## config.mk

```make
export PLATFORM = sky130hd
export DESIGN_NAME = irtx_mod
export DESIGN_NICKNAME = d
export VERILOG_FILES = /design/src/rtl/irtx_pkg.sv /design/src/rtl/irtx_tick_div.sv /design/src/rtl/irtx_fifo.sv /design/src/rtl/irtx_carrier.sv /design/src/rtl/irtx_mod.sv
export SDC_FILE = /design/constraint.sdc
export NUM_CORES = 1
export LEC_CHECK = 0
export BUFFER_PORTS_ARGS = -buffer_cell sky130_fd_sc_hd__buf_2
export CAP_MARGIN = 20
export CORE_MARGIN = 2
export CORE_UTILIZATION = 30
export CTS_BUF_LIST = sky130_fd_sc_hd__clkbuf_16
export DETAILED_ROUTE_END_ITERATION = 8
export MAX_ROUTING_LAYER = met4
export PLACE_DENSITY = 0.41
export SLEW_MARGIN = 30
export SYNTH_ARGS = -nofsm -noshare
export SYNTH_HDL_FRONTEND = slang
export SYNTH_SLANG_ARGS = --single-unit
```

## constraint.sdc

```tcl
create_clock -name clk_i -period 4.85 [get_ports clk_i]
set_input_delay 0.2425 -clock clk_i [delete_from_list [all_inputs] [get_ports clk_i]]
set_output_delay 0.2425 -clock clk_i [all_outputs]
set_load 0.1 [all_outputs]
```

## src/rtl/irtx_pkg.sv

```systemverilog
package irtx_pkg;
  localparam int CNT_W = 16;
  localparam int DATA_W = CNT_W + 1;

  typedef struct packed {
    logic             mark;
    logic [CNT_W-1:0] cnt;
  } entry_t;

  localparam logic [1:0] ADDR_CTRL = 2'd0;
  localparam logic [1:0] ADDR_DIV  = 2'd1;
  localparam logic [1:0] ADDR_DUTY = 2'd2;
  localparam logic [1:0] ADDR_PUSH = 2'd3;
endpackage

```

## src/rtl/irtx_tick_div.sv

```systemverilog
module irtx_tick_div #(
  parameter int DIV_W = 16
) (
  input  logic             clk_i,
  input  logic             rst_ni,
  input  logic             en_i,
  input  logic [DIV_W-1:0] div_i,
  output logic             tick_o
);
  logic [DIV_W-1:0] cnt_q;

  assign tick_o = en_i && (cnt_q >= div_i);

  always_ff @(posedge clk_i or negedge rst_ni) begin
    if (!rst_ni)     cnt_q <= '0;
    else if (!en_i)  cnt_q <= '0;
    else if (tick_o) cnt_q <= '0;
    else             cnt_q <= cnt_q + 1'b1;
  end
endmodule

```

## src/rtl/irtx_fifo.sv

```systemverilog
module irtx_fifo #(
  parameter int DEPTH = 8,
  localparam int AW = (DEPTH > 1) ? $clog2(DEPTH) : 1,
  localparam int LW = $clog2(DEPTH + 1)
) (
  input  logic            clk_i,
  input  logic            rst_ni,
  input  logic            clr_i,
  input  logic            push_i,
  input  irtx_pkg::entry_t din_i,
  input  logic            pop_i,
  output irtx_pkg::entry_t dout_o,
  output logic            empty_o,
  output logic [LW-1:0]   level_o
);
  irtx_pkg::entry_t mem [DEPTH];
  logic [AW-1:0] wptr_q, rptr_q;
  logic [LW-1:0] cnt_q;
  logic do_push, do_pop;

  assign empty_o = (cnt_q == '0);
  assign level_o = cnt_q;
  assign dout_o  = mem[rptr_q];
  assign do_push = push_i && (cnt_q < LW'(DEPTH));
  assign do_pop  = pop_i && !empty_o;

  function automatic logic [AW-1:0] nxt(input logic [AW-1:0] p);
    return (p == AW'(DEPTH - 1)) ? '0 : p + 1'b1;
  endfunction

  always_ff @(posedge clk_i) begin
    if (do_push && !clr_i) mem[wptr_q] <= din_i;
  end

  always_ff @(posedge clk_i or negedge rst_ni) begin
    if (!rst_ni) begin
      wptr_q <= '0;
      rptr_q <= '0;
      cnt_q  <= '0;
    end else if (clr_i) begin
      wptr_q <= '0;
      rptr_q <= '0;
      cnt_q  <= '0;
    end else begin
      if (do_push) wptr_q <= nxt(wptr_q);
      if (do_pop)  rptr_q <= nxt(rptr_q);
      case ({do_push, do_pop})
        2'b10:   cnt_q <= cnt_q + 1'b1;
        2'b01:   cnt_q <= cnt_q - 1'b1;
        default: cnt_q <= cnt_q;
      endcase
    end
  end
endmodule

```

## src/rtl/irtx_carrier.sv

```systemverilog
module irtx_carrier #(
  parameter int PH_W = 4
) (
  input  logic            clk_i,
  input  logic            rst_ni,
  input  logic            en_i,
  input  logic            tick_i,
  input  logic [PH_W-1:0] duty_i,
  output logic            carrier_o
);
  logic [PH_W-1:0] phase_q;

  // high for phases 0..duty, i.e. duty+1 of 2**PH_W ticks
  assign carrier_o = (phase_q <= duty_i);

  always_ff @(posedge clk_i or negedge rst_ni) begin
    if (!rst_ni)     phase_q <= '0;
    else if (!en_i)  phase_q <= '0;
    else if (tick_i) phase_q <= phase_q + 1'b1;
  end
endmodule

```

## src/rtl/irtx_mod.sv

```systemverilog
module irtx_mod #(
  parameter int DEPTH = 8,
  parameter int DIV_W = 16,
  localparam int LW = $clog2(DEPTH + 1),
  localparam int PH_W = 4,
  localparam int HALF = DEPTH / 2
) (
  input  logic                        clk_i,
  input  logic                        rst_ni,
  input  logic                        wr_i,
  input  logic [1:0]                  addr_i,
  input  logic [irtx_pkg::DATA_W-1:0] wdata_i,
  output logic                        ir_o,
  output logic                        busy_o,
  output logic                        svc_o,
  output logic                        irq_o
);
  import irtx_pkg::*;

  logic tx_en_q, fifo_en_q, mod_en_q, pol_q, wm_sel_q, irq_en_q;
  logic [DIV_W-1:0] div_q;
  logic [PH_W-1:0]  duty_q;

  always_ff @(posedge clk_i or negedge rst_ni) begin
    if (!rst_ni) begin
      {irq_en_q, wm_sel_q, pol_q, mod_en_q, fifo_en_q, tx_en_q} <= '0;
      div_q  <= '0;
      duty_q <= '0;
    end else if (wr_i) begin
      case (addr_i)
        ADDR_CTRL: {irq_en_q, wm_sel_q, pol_q, mod_en_q, fifo_en_q, tx_en_q} <= wdata_i[5:0];
        ADDR_DIV:  div_q  <= wdata_i[DIV_W-1:0];
        ADDR_DUTY: duty_q <= wdata_i[PH_W-1:0];
        default: ;
      endcase
    end
  end

  entry_t        wr_entry, head;
  logic          push, pop, empty, tick, carrier;
  logic [LW-1:0] fifo_lvl;

  assign wr_entry = entry_t'(wdata_i);
  // zero-length entries never enter the queue
  assign push = wr_i && (addr_i == ADDR_PUSH) && fifo_en_q && (wr_entry.cnt != '0);

  irtx_tick_div #(.DIV_W(DIV_W)) u_div (
    .clk_i (clk_i),
    .rst_ni(rst_ni),
    .en_i  (tx_en_q),
    .div_i (div_q),
    .tick_o(tick)
  );

  irtx_fifo #(.DEPTH(DEPTH)) u_fifo (
    .clk_i  (clk_i),
    .rst_ni (rst_ni),
    .clr_i  (!fifo_en_q),
    .push_i (push),
    .din_i  (wr_entry),
    .pop_i  (pop),
    .dout_o (head),
    .empty_o(empty),
    .level_o(fifo_lvl)
  );

  irtx_carrier #(.PH_W(PH_W)) u_car (
    .clk_i    (clk_i),
    .rst_ni   (rst_ni),
    .en_i     (tx_en_q),
    .tick_i   (tick),
    .duty_i   (duty_q),
    .carrier_o(carrier)
  );

  logic             active_q, lvl_q;
  logic [CNT_W-1:0] rem_q;
  logic             last_tick;

  assign last_tick = tick && (rem_q <= CNT_W'(1));
  assign pop       = last_tick && !empty;

  always_ff @(posedge clk_i or negedge rst_ni) begin
    if (!rst_ni) begin
      active_q <= 1'b0;
      lvl_q    <= 1'b0;
      rem_q    <= '0;
    end else if (!tx_en_q) begin
      active_q <= 1'b0;
      lvl_q    <= 1'b0;
      rem_q    <= '0;
    end else if (tick) begin
      if (!last_tick) begin
        rem_q <= rem_q - 1'b1;
      end else if (!empty) begin
        active_q <= 1'b1;
        lvl_q    <= head.mark;
        rem_q    <= head.cnt;
      end else begin
        active_q <= 1'b0;
        lvl_q    <= 1'b0;
        rem_q    <= '0;
      end
    end
  end

  logic burst_lvl;
  assign burst_lvl = pol_q ? !lvl_q : lvl_q;
  assign ir_o   = active_q && (mod_en_q ? (burst_lvl && carrier) : lvl_q);
  assign busy_o = active_q;
  assign svc_o  = fifo_en_q && (wm_sel_q ? (fifo_lvl <= LW'(HALF)) : (fifo_lvl != '0));
  assign irq_o  = svc_o && irq_en_q;
endmodule

```

Yosys cells after proc, flatten, opt, wreduce, memory -nomap -nowiden
Memories as Yosys holds them, arrays and structs flattened.
Cells that the tools add are included.

word-level totals
  register bits after elaboration = 74
  RAM bits = 136
  memories = 1
  bits in latches = 0
  word-level logic and storage cells = 93
  ROM bits = 0

operators by class
  multiply operators = 0
  divide/modulo/power cells = 0
  mux-type cells = 29
  reductions and logical operators = 23
  bitwise gates (word level) = 0
  $lt $le $gt $ge = 5
  add/subtract/negate cells = 7
  equality and inequality tests = 12
  shifts and indexed selects = 0

memories
  name        words  width  read ports  clocked after Yosys merged registers in  wr ports  line             RTL
  u_fifo.mem  8      17     1           0                                        1         irtx_fifo.sv:16  irtx_pkg::entry_t mem [DEPTH];

operator list
  cell                     count
  $mux W16                 6
  $mux W3                  6
  $add A16 B1 Y16 const B  1
  $ge A16 B16 Y1           1
  $le A16 B1 Y1 const B    1
  $reduce_bool A16 Y1      1
  $sub A16 B1 Y16 const B  1
  $logic_and A1 B1 Y1      13
  $mux W1                  13
  $mux W4                  3
  $add A4 B1 Y4 const B    2
  $ne A2 B1 Y1 const B     4
  $pmux W4 S2              1
  $reduce_and A2 Y1        4
  $add A3 B1 Y3 const B    2
  $eq A2 B2 Y1 const B     3
  $eq A3 B3 Y1 const B     2
  $eq A2 B1 Y1 const B     2
  $le A4 B3 Y1 const B     1
  $le A4 B4 Y1             1
  $logic_not A4 Y1         1
  $lt A4 B4 Y1 const B     1
  $reduce_bool A4 Y1       1
  $sub A4 B1 Y4 const B    1
  other kinds (3)          4

Logic depth before layout (Yosys ltp)
Gate-level depths: netlist (run 1).

  depth after elaboration = 8
  depth in mapped cells = 14
  gate-level depth less buffers = 13

Hierarchy
From an unflattened synthesis (run 1), not the netlist that was laid out.

second synthesis, totals
  cells, all modules = 642
  area total of the unflattened synthesis = 9713.1 um^2

modules (own cells, without submodules)
  module         instances  cells an instance  area each (um^2)
  irtx_fifo      1          270                5780.5
  irtx_mod       1          213                2397.3
  irtx_tick_div  1          129                1253.7
  irtx_carrier   1          30                 281.5

Least setup slack after synthesis (run 1)
OpenSTA, ideal clock, no wires.

  path type = reg-to-output
  start = reg u_fifo.cnt_q[1] (netlist: u_fifo.level_o[1])
  end = out irq_o
  path slack = 1.298 ns
  stages on the path, launching flop included = 5
  arrival = 3.309 ns
  path buffers = 0
  cells stage by stage = dfrtp_1 -> or2_2 -> a21o_1 -> a21oi_1 -> and2_1

between the ends
  word-level cells in the longest chain between the ends = 4
  elaborated cells between the ends (all ways) = 5
  those cells by class = 1 x order compare; 1 x mux; 3 x reduce/logical

RTL lines
  item                                                line             RTL
  from (decl)                                         irtx_fifo.sv:18  logic [LW-1:0] cnt_q;
  from (signal assigned)                              irtx_fifo.sv:48  2'b10: cnt_q <= cnt_q + 1'b1;
  from (signal assigned)                              irtx_fifo.sv:49  2'b01: cnt_q <= cnt_q - 1'b1;
  from (signal assigned)                              irtx_fifo.sv:50  default: cnt_q <= cnt_q;
  $le A4 B3 Y1 or $reduce_bool A4 Y1 (tied branches)  irtx_mod.sv:111  assign svc_o = fifo_en_q && (wm_sel_q ? (fifo_lvl <= LW'(HALF)) : (fifo_lvl != '0));
  $mux W1 *                                           irtx_mod.sv:111
  $logic_and A1 B1 Y1 *                               irtx_mod.sv:111
  net svc_o                                           irtx_mod.sv:15   output logic svc_o,
  $logic_and A1 B1 Y1 *                               irtx_mod.sv:112  assign irq_o = svc_o && irq_en_q;
  to (decl)                                           irtx_mod.sv:16   output logic irq_o

Mark *: on every way through the listed nets, which the timed path passes. The rest lies on a longest branch.

Final worst setup path (run 1)
  start = reg u_div.cnt_q[15]
  end = reg u_fifo.cnt_q[2] (netlist: u_fifo.level_o[2])

between the ends
  word-level cells in the longest chain between the ends = 8
  elaborated cells between the ends (all ways) = 10
  those cells by class = 1 x order compare; 3 x eq/ne; 2 x mux; 4 x reduce/logical

RTL lines
  item                                          line                 RTL
  from (decl)                                   irtx_tick_div.sv:10  logic [DIV_W-1:0] cnt_q;
  from (signal assigned)                        irtx_tick_div.sv:18  else cnt_q <= cnt_q + 1'b1;
  $ge A16 B16 Y1 *                              irtx_tick_div.sv:12  assign tick_o = en_i && (cnt_q >= div_i);
  $logic_and A1 B1 Y1 *                         irtx_tick_div.sv:12
  $logic_and A1 B1 Y1 *                         irtx_mod.sv:80       assign last_tick = tick && (rem_q <= CNT_W'(1));
  $logic_and A1 B1 Y1 *                         irtx_mod.sv:81       assign pop = last_tick && !empty;
  $logic_and A1 B1 Y1 *                         irtx_fifo.sv:25      assign do_pop = pop_i && !empty_o;
  $eq A2 B1 Y1 or $eq A2 B2 Y1 (tied branches)  irtx_fifo.sv:47      case ({do_push, do_pop})
  $pmux W4 S2                                   irtx_fifo.sv:47
  $mux W4                                       irtx_fifo.sv:40      end else if (clr_i) begin

Every way passes the cells marked *; elsewhere a longest branch is shown, timed or not.
A chain may end at the register's enable or synchronous reset.

==> flow_summary.yaml, run 1 <==
floorplanning:
  start_util: 0.3058
  die-area_sq_mm: 0.03278
  die_w_um: 181.0
  io-pin-count: 26
  placementRows: 64
  core_area_sq_mm: 0.03075
  die_y_um: 181.0
global_route:
  grt_max_degree: 75
  antenna_found_initial: 2
  grt_usage: 0.1489
  grt-ovfl-total: 0
  grt_pass1_wl_um: 36100
  grt_pass1_vias: 5885
yosys:
  yosys_warnings: 0
  synthAdderAreaFrac: 0.03992
  syn_area_sq_mm: 0.009403
  postSynthCellCount: 647
  synth-compound-area-share: 0.05855
  async_flop_share: 0.3524
  synthMuxAreaShare: 0.1365
  ys_seq_area_frac: 0.6313
  synthXorXnorAreaFrac: 0.02049
  synthFlopType: "edfxtp_1"
  synth_simple_gate_area_frac: 0.09075
  synth_commonest_cells: "edfxtp_1 (136), dfrtp_1 (74), nor2_1 (40)"
  yosysTopAreaCell: "edfxtp_1"
  synth_edf_count: 136
  yosysMostFrequentCell: "edfxtp_1"
  synth-seq-cells: 210
  syn_area_per_cell_sq_um: 14.53
  synthTopCellsByArea: "edfxtp_1 (43%), dfrtp_1 (20%), mux4_2 (8.1%)"
  syn_nets: 699
  netlist.area_leader.share: 0.4343
  synth_top_family_by_area: "multiplexers"
  yosysUniqueCellTypes: 56
critical_path:
  path_max_fanout: 27
  critPathKind: "reg -> reg"
  worstSetupEndpointType: "flop"
  worstPathRequired_ns: 5.26
  crit_path_start_kind: "flop"
  cp_data_arrival_time_ns: 4.23
  cp_slowest_cell: "or4_1"
  cp_cell_sequence: "ha_1, nand4_1, or4_1, o32a_2, and2_4, nor3b_1, xnor2_1, ha_1, nor2_1, xnor2_1, and3_1, a221o_1"
  cpPeakStageDelay_ns: 0.58
power_and_ir_drop:
  powerDensity_mw_per_mm2: 368.3
  finalPower_mw: 4.001
  leakage_nw: 3.975
  vdd_drop_max_v: 0.0002827
sta:
  grt_setup_unrepaired: "no"
  finalMaxSlewViolations: 0
  max_slew_margin: 0.3586
  setup_ws_ns: 1.027
  setup_violations: 0
  final.setup_skew_ns: 0.01824
  timing.final.crit_share: 0.7883
  max_freq_mhz: 261.6
  hold_violations: 0
  worstMarginPinSlew_ns: 0.9622
  finalSetupTns_ns: 0
  layout_min_cycle_time_ns: 3.823
place:
  gp_congestion: 0.7940
  pre_cts_ws_ns: 1.063
  dp.cells: 1060
  io_buffers: 25
  place_hpwl_um: 15130
detailed_routing:
  drc_errors: 0
  routedWlPerCell_um: 20.97
  routed_wl_um: 23270
  drt_iter0_markers: 413
  avgViaCountPerCell: 5.034
  ant_nets: 0
  dr.pass1.iters: 5
  routed-via-count: 5588
status:
  status: "completed"
run:
  drv_cap: 0
cells_and_area:
  final_nets: 745
  drive_above_1_share: 0.2177
  final_cell_count_no_fill: 1110
  syn2layout_area_growth_pct: 15.53
  utilization: 0.3533
  fill_cells: 2986
clocking:
  htreeDepth: 1
  numCtsBuffers: 25
  cts_setup_buffers: 0
  clk_path_buf_depth: 3
  root_buffer: "clkbuf_16"
  cts_tree: "built"
  clock-sinks: 210
  clk_pin_slew_ns: 0.06
  clk_latency_ns: 0.54
min_path:
  min_path_type: "in -> reg"
-- area by class of cell --
type,instances,area [sq um],share of cell area
sequential,210,5939,0.5468
multi-input combinational,386,3291,0.3029
clock buffer,25,625.6,0.05759
tap,396,495.5,0.04561
timing repair buffer,41,256.5,0.02361
clock inverter,21,141.4,0.01302
inverter,29,108.9,0.01002
antenna,2,5.005,0.0004607
-- layout by cell type, fill, tap and decap left out, drive strengths merged, types with 8 or more instances in the layout --
master  instances
edfxtp        136
o21ai          18
xor2           10
nand2          37
nor3            9
clkbuf         25
nand4          11
dfrtp          74
nor2           40
clkinv         12
mux2           30
mux4           34
buf            39
nand3          21
xnor2          12
ha             30
mux2i          18
nor4            8
a21oi          26
inv            36
-- per-layer routing --
layer	GRT usage	routed length (um)	up-vias
met5	-	0	-
met4	0.03707	533	0
met3	0.02520	762	34
met2	0.2389	11130	96
met1	0.1974	10850	2878
li1	-	-	2580
-- flip-flops by register name, summed over array words and instances, names as in the netlist, 3 cells and up --
register and flops:
u_fifo.mem 136, u_fifo.wptr_q 3, rem_q 16, div_q 16, u_car.phase_q 4, u_fifo.rptr_q 3
u_fifo.level_o 4, duty_q 4, u_div.cnt_q 16
-- power breakdown --
part | internal [mW] | switching [mW]
combinational | 0.0896 | 0.156
sequential | 1.96 | 0.0410
clock | 0.998 | 0.754
total | 3.05 | 0.951
-- kinds of logic (layout without fill, tap and decap cells) --
logic type	Yosys count	after routing
AOI/OAI and AO/OA	85	85
xor gates and xnor gates	22	22
adders and majority gates	30	30
buffers and inverters	51	116
DFF	210	210
muxes	82	82
other	0	2
and+or+nand+nor	167	167
-- worst max-delay path: cells and delay by family (launching register included) --
family / cells / cell delay [ns]
xor+xnor: 2 / 0.31
flops: 1 / 0.40
simple gates: 6 / 1.65
fa+ha+maj: 2 / 0.54
compound gates: 2 / 0.80
-- what timing repair did --
action | in CTS | in global routing
hold endpoints to repair | 82 | 0
gates resized for setup | 0 | 0
hold buffers | 2 | 0
-- metrics by stage --
step | hold slack (ns) | cell area [sq um]
2_1_floorplan | -0.05309 | 9403
3_3_place_gp | 0.4657 | 10060
3_5_place_dp | 0.3298 | 10070
4_1_cts | 0.02033 | 10850
5_1_grt | 0.04664 | 10860
6_report | 0.03298 | 10860
-- worst paths after layout --
kind	slack (ns)	to	startpoint	cells past startpoint
setup / recovery	1.03	u_fifo.level_o[2]	u_div.cnt_q[15]	12
max in group asynchronous	3.94	u_fifo.rptr_q[0]	rst_ni	2
setup reg to reg	1.03	u_fifo.level_o[2]	u_div.cnt_q[15]	12
hold / removal	0.03	u_fifo.mem[7][14]	wdata_i[14]	1
hold reg to reg	0.50	irq_en_q	irq_en_q	1
min in group asynchronous	0.28	rem_q[12]	rst_ni	2
(Power assumes the default switching activity.)
==> run 2, diff against run 1 <==
PLACE_DENSITY = 0.43   (was 0.41)
clock period = 3.1 ns   (was 4.85 ns; I/O delays follow)
==> flow_summary.yaml, run 2 (synthesis results as in run 1) <==
floorplanning:
  die_y_um: 181.0
  start_util: 0.3058
  core_area_sq_mm: 0.03075
  io-pin-count: 26
  die_w_um: 181.0
  die-area_sq_mm: 0.03278
  placementRows: 64
detailed_routing:
  routedWlPerCell_um: 20.41
  avgViaCountPerCell: 4.991
  m1WireLength_um: 11000
  top_layer: "met4"
  wl_met3_um: 816
  routed-via-count: 5814
  routed_wl_um: 23780
  dr.pass1.iters: 4
  drc_errors: 0
  drt_iter0_markers: 380
  wl_met2_um: 11320
  ant_nets: 0
power_and_ir_drop:
  vdd_drop_max_v: 0.0004498
  leakage_nw: 4.305
  powerDensity_mw_per_mm2: 586.2
  finalPower_mw: 6.817
sta:
  max_slew_margin: 0.4501
  finalMaxSlewViolations: 0
  layout_min_cycle_time_ns: 3.144
  hold_violations: 0
  grt_setup_unrepaired: "yes"
  timing.final.crit_share: 1.014
  setup_violations: 1
  hold-worst-slack_ns: 0.01863
  worstMarginPinSlew_ns: 0.8218
  final.setup_skew_ns: 0.02583
  finalSetupTns_ns: -0.04404
  max_freq_mhz: 318.1
  setup_ws_ns: -0.04404
place:
  io_buffers: 25
  gp_congestion: 0.8675
  dp.cells: 1095
  place_hpwl_um: 15200
  pre_cts_ws_ns: -0.1065
clocking:
  cts_tree: "built"
  htreeDepth: 1
  clk_path_buf_depth: 3
  numCtsBuffers: 26
  clk_latency_ns: 0.55
  root_buffer: "clkbuf_16"
  clk_pin_slew_ns: 0.07
  clock-sinks: 210
global_route:
  antenna_found_initial: 0
  grt-ovfl-total: 0
  grt_max_degree: 75
  grt_pass1_wl_um: 37180
  grt_usage: 0.1525
  grt_pass1_vias: 6280
min_path:
  min_path_type: "in -> reg"
cells_and_area:
  final_cell_count_no_fill: 1165
  final_nets: 801
  drive_above_1_share: 0.2744
  final_cell_mix: "edfxtp_1 (136), dfrtp_1 (73), buf_4 (53), nor2_1 (39), nand2_1 (37)"
  antennaDiodeCount: 0
  final_common_cell: "edfxtp_1"
  syn2layout_area_growth_pct: 23.69
  largest_reg_flops: 136
  largest-register: "u_fifo.mem"
  fill_cells: 2983
critical_path:
  critPathKind: "reg -> reg"
  cp_data_arrival_time_ns: 3.56
  path_max_fanout: 4
  worstSetupEndpointType: "flop"
  crit_path_start_kind: "flop"
  worstPathRequired_ns: 3.52
status:
  violations: "negative setup slack"
  status: "finished, violations left"
run:
  drv_cap: 0
## run 2: repair_timing
item | 4_1_cts | 5_1_grt
resized for setup | 9 | 3
endpoints found under the setup margin | 2 | 2
pin swaps | 12 | 5
hold endpoints to repair | 175 | 3
cloned | 0 | 0
hold buffers | 14 | 1
buffers inserted | 6 | 1
## run 2: path summary, 6_finish.rpt
kind	start	end	slack (ns)	depth (start not counted)
hold / removal	addr_i[1]	tx_en_q	0.02	3
setup reg to reg	u_div.cnt_q[9]	u_fifo.level_o[2]	-0.04	12
min in group asynchronous	rst_ni	rem_q[11]	0.21	2
hold reg to reg	irq_en_q	irq_en_q	0.50	1
setup / recovery	u_div.cnt_q[9]	u_fifo.level_o[2]	-0.04	12
max in group asynchronous	rst_ni	u_fifo.rptr_q[0]	2.29	2
## run 2: metal layers
metal / global-route usage / vias to the layer above
met5: - / -
li1: - / 2691
met2: 0.2434 / 103
met4: 0.04748 / 0
met1: 0.2013 / 2971
met3: 0.02338 / 49
## run 2: power by group
group          switching [mW]  total, mW  internal (mW)
sequential             0.0467       3.12           3.07
combinational           0.281      0.477          0.196
clock                    1.19       3.22           2.03
total                    1.52       6.82           5.30
## run 2: cell type report
cell class | instances | area (sq um) | area share
Sequential cell | 210 | 5937 | 0.5105
Inverter | 29 | 108.9 | 0.009360
Tap cell | 396 | 495.5 | 0.04260
Clock buffer | 26 | 650.6 | 0.05594
Timing Repair Buffer | 96 | 734.5 | 0.06315
Multi-Input combinational cell | 386 | 3426 | 0.2946
Clock inverter | 22 | 277.8 | 0.02388
## run 2: worst max-delay path: stages (launching register included)
cell and delay, ns:
dfrtp_1 0.41, ha_4 0.28, nand4_1 0.11, or4_4 0.51, o32a_4 0.37, and2_4 0.17
nor3b_4 0.18, buf_4 0.15, ha_4 0.21, buf_4 0.14, xnor2_2 0.16, nor3_1 0.07
a221o_1 0.26
## run 2: through the flow
stage | cell area [sq um] | util
3_5_place_dp | 10390 | 0.3380
5_1_grt | 11630 | 0.3782
6_report | 11630 | 0.3782
4_1_cts | 11570 | 0.3764
2_1_floorplan | 9444 | -
3_3_place_gp | 10390 | 0.3379
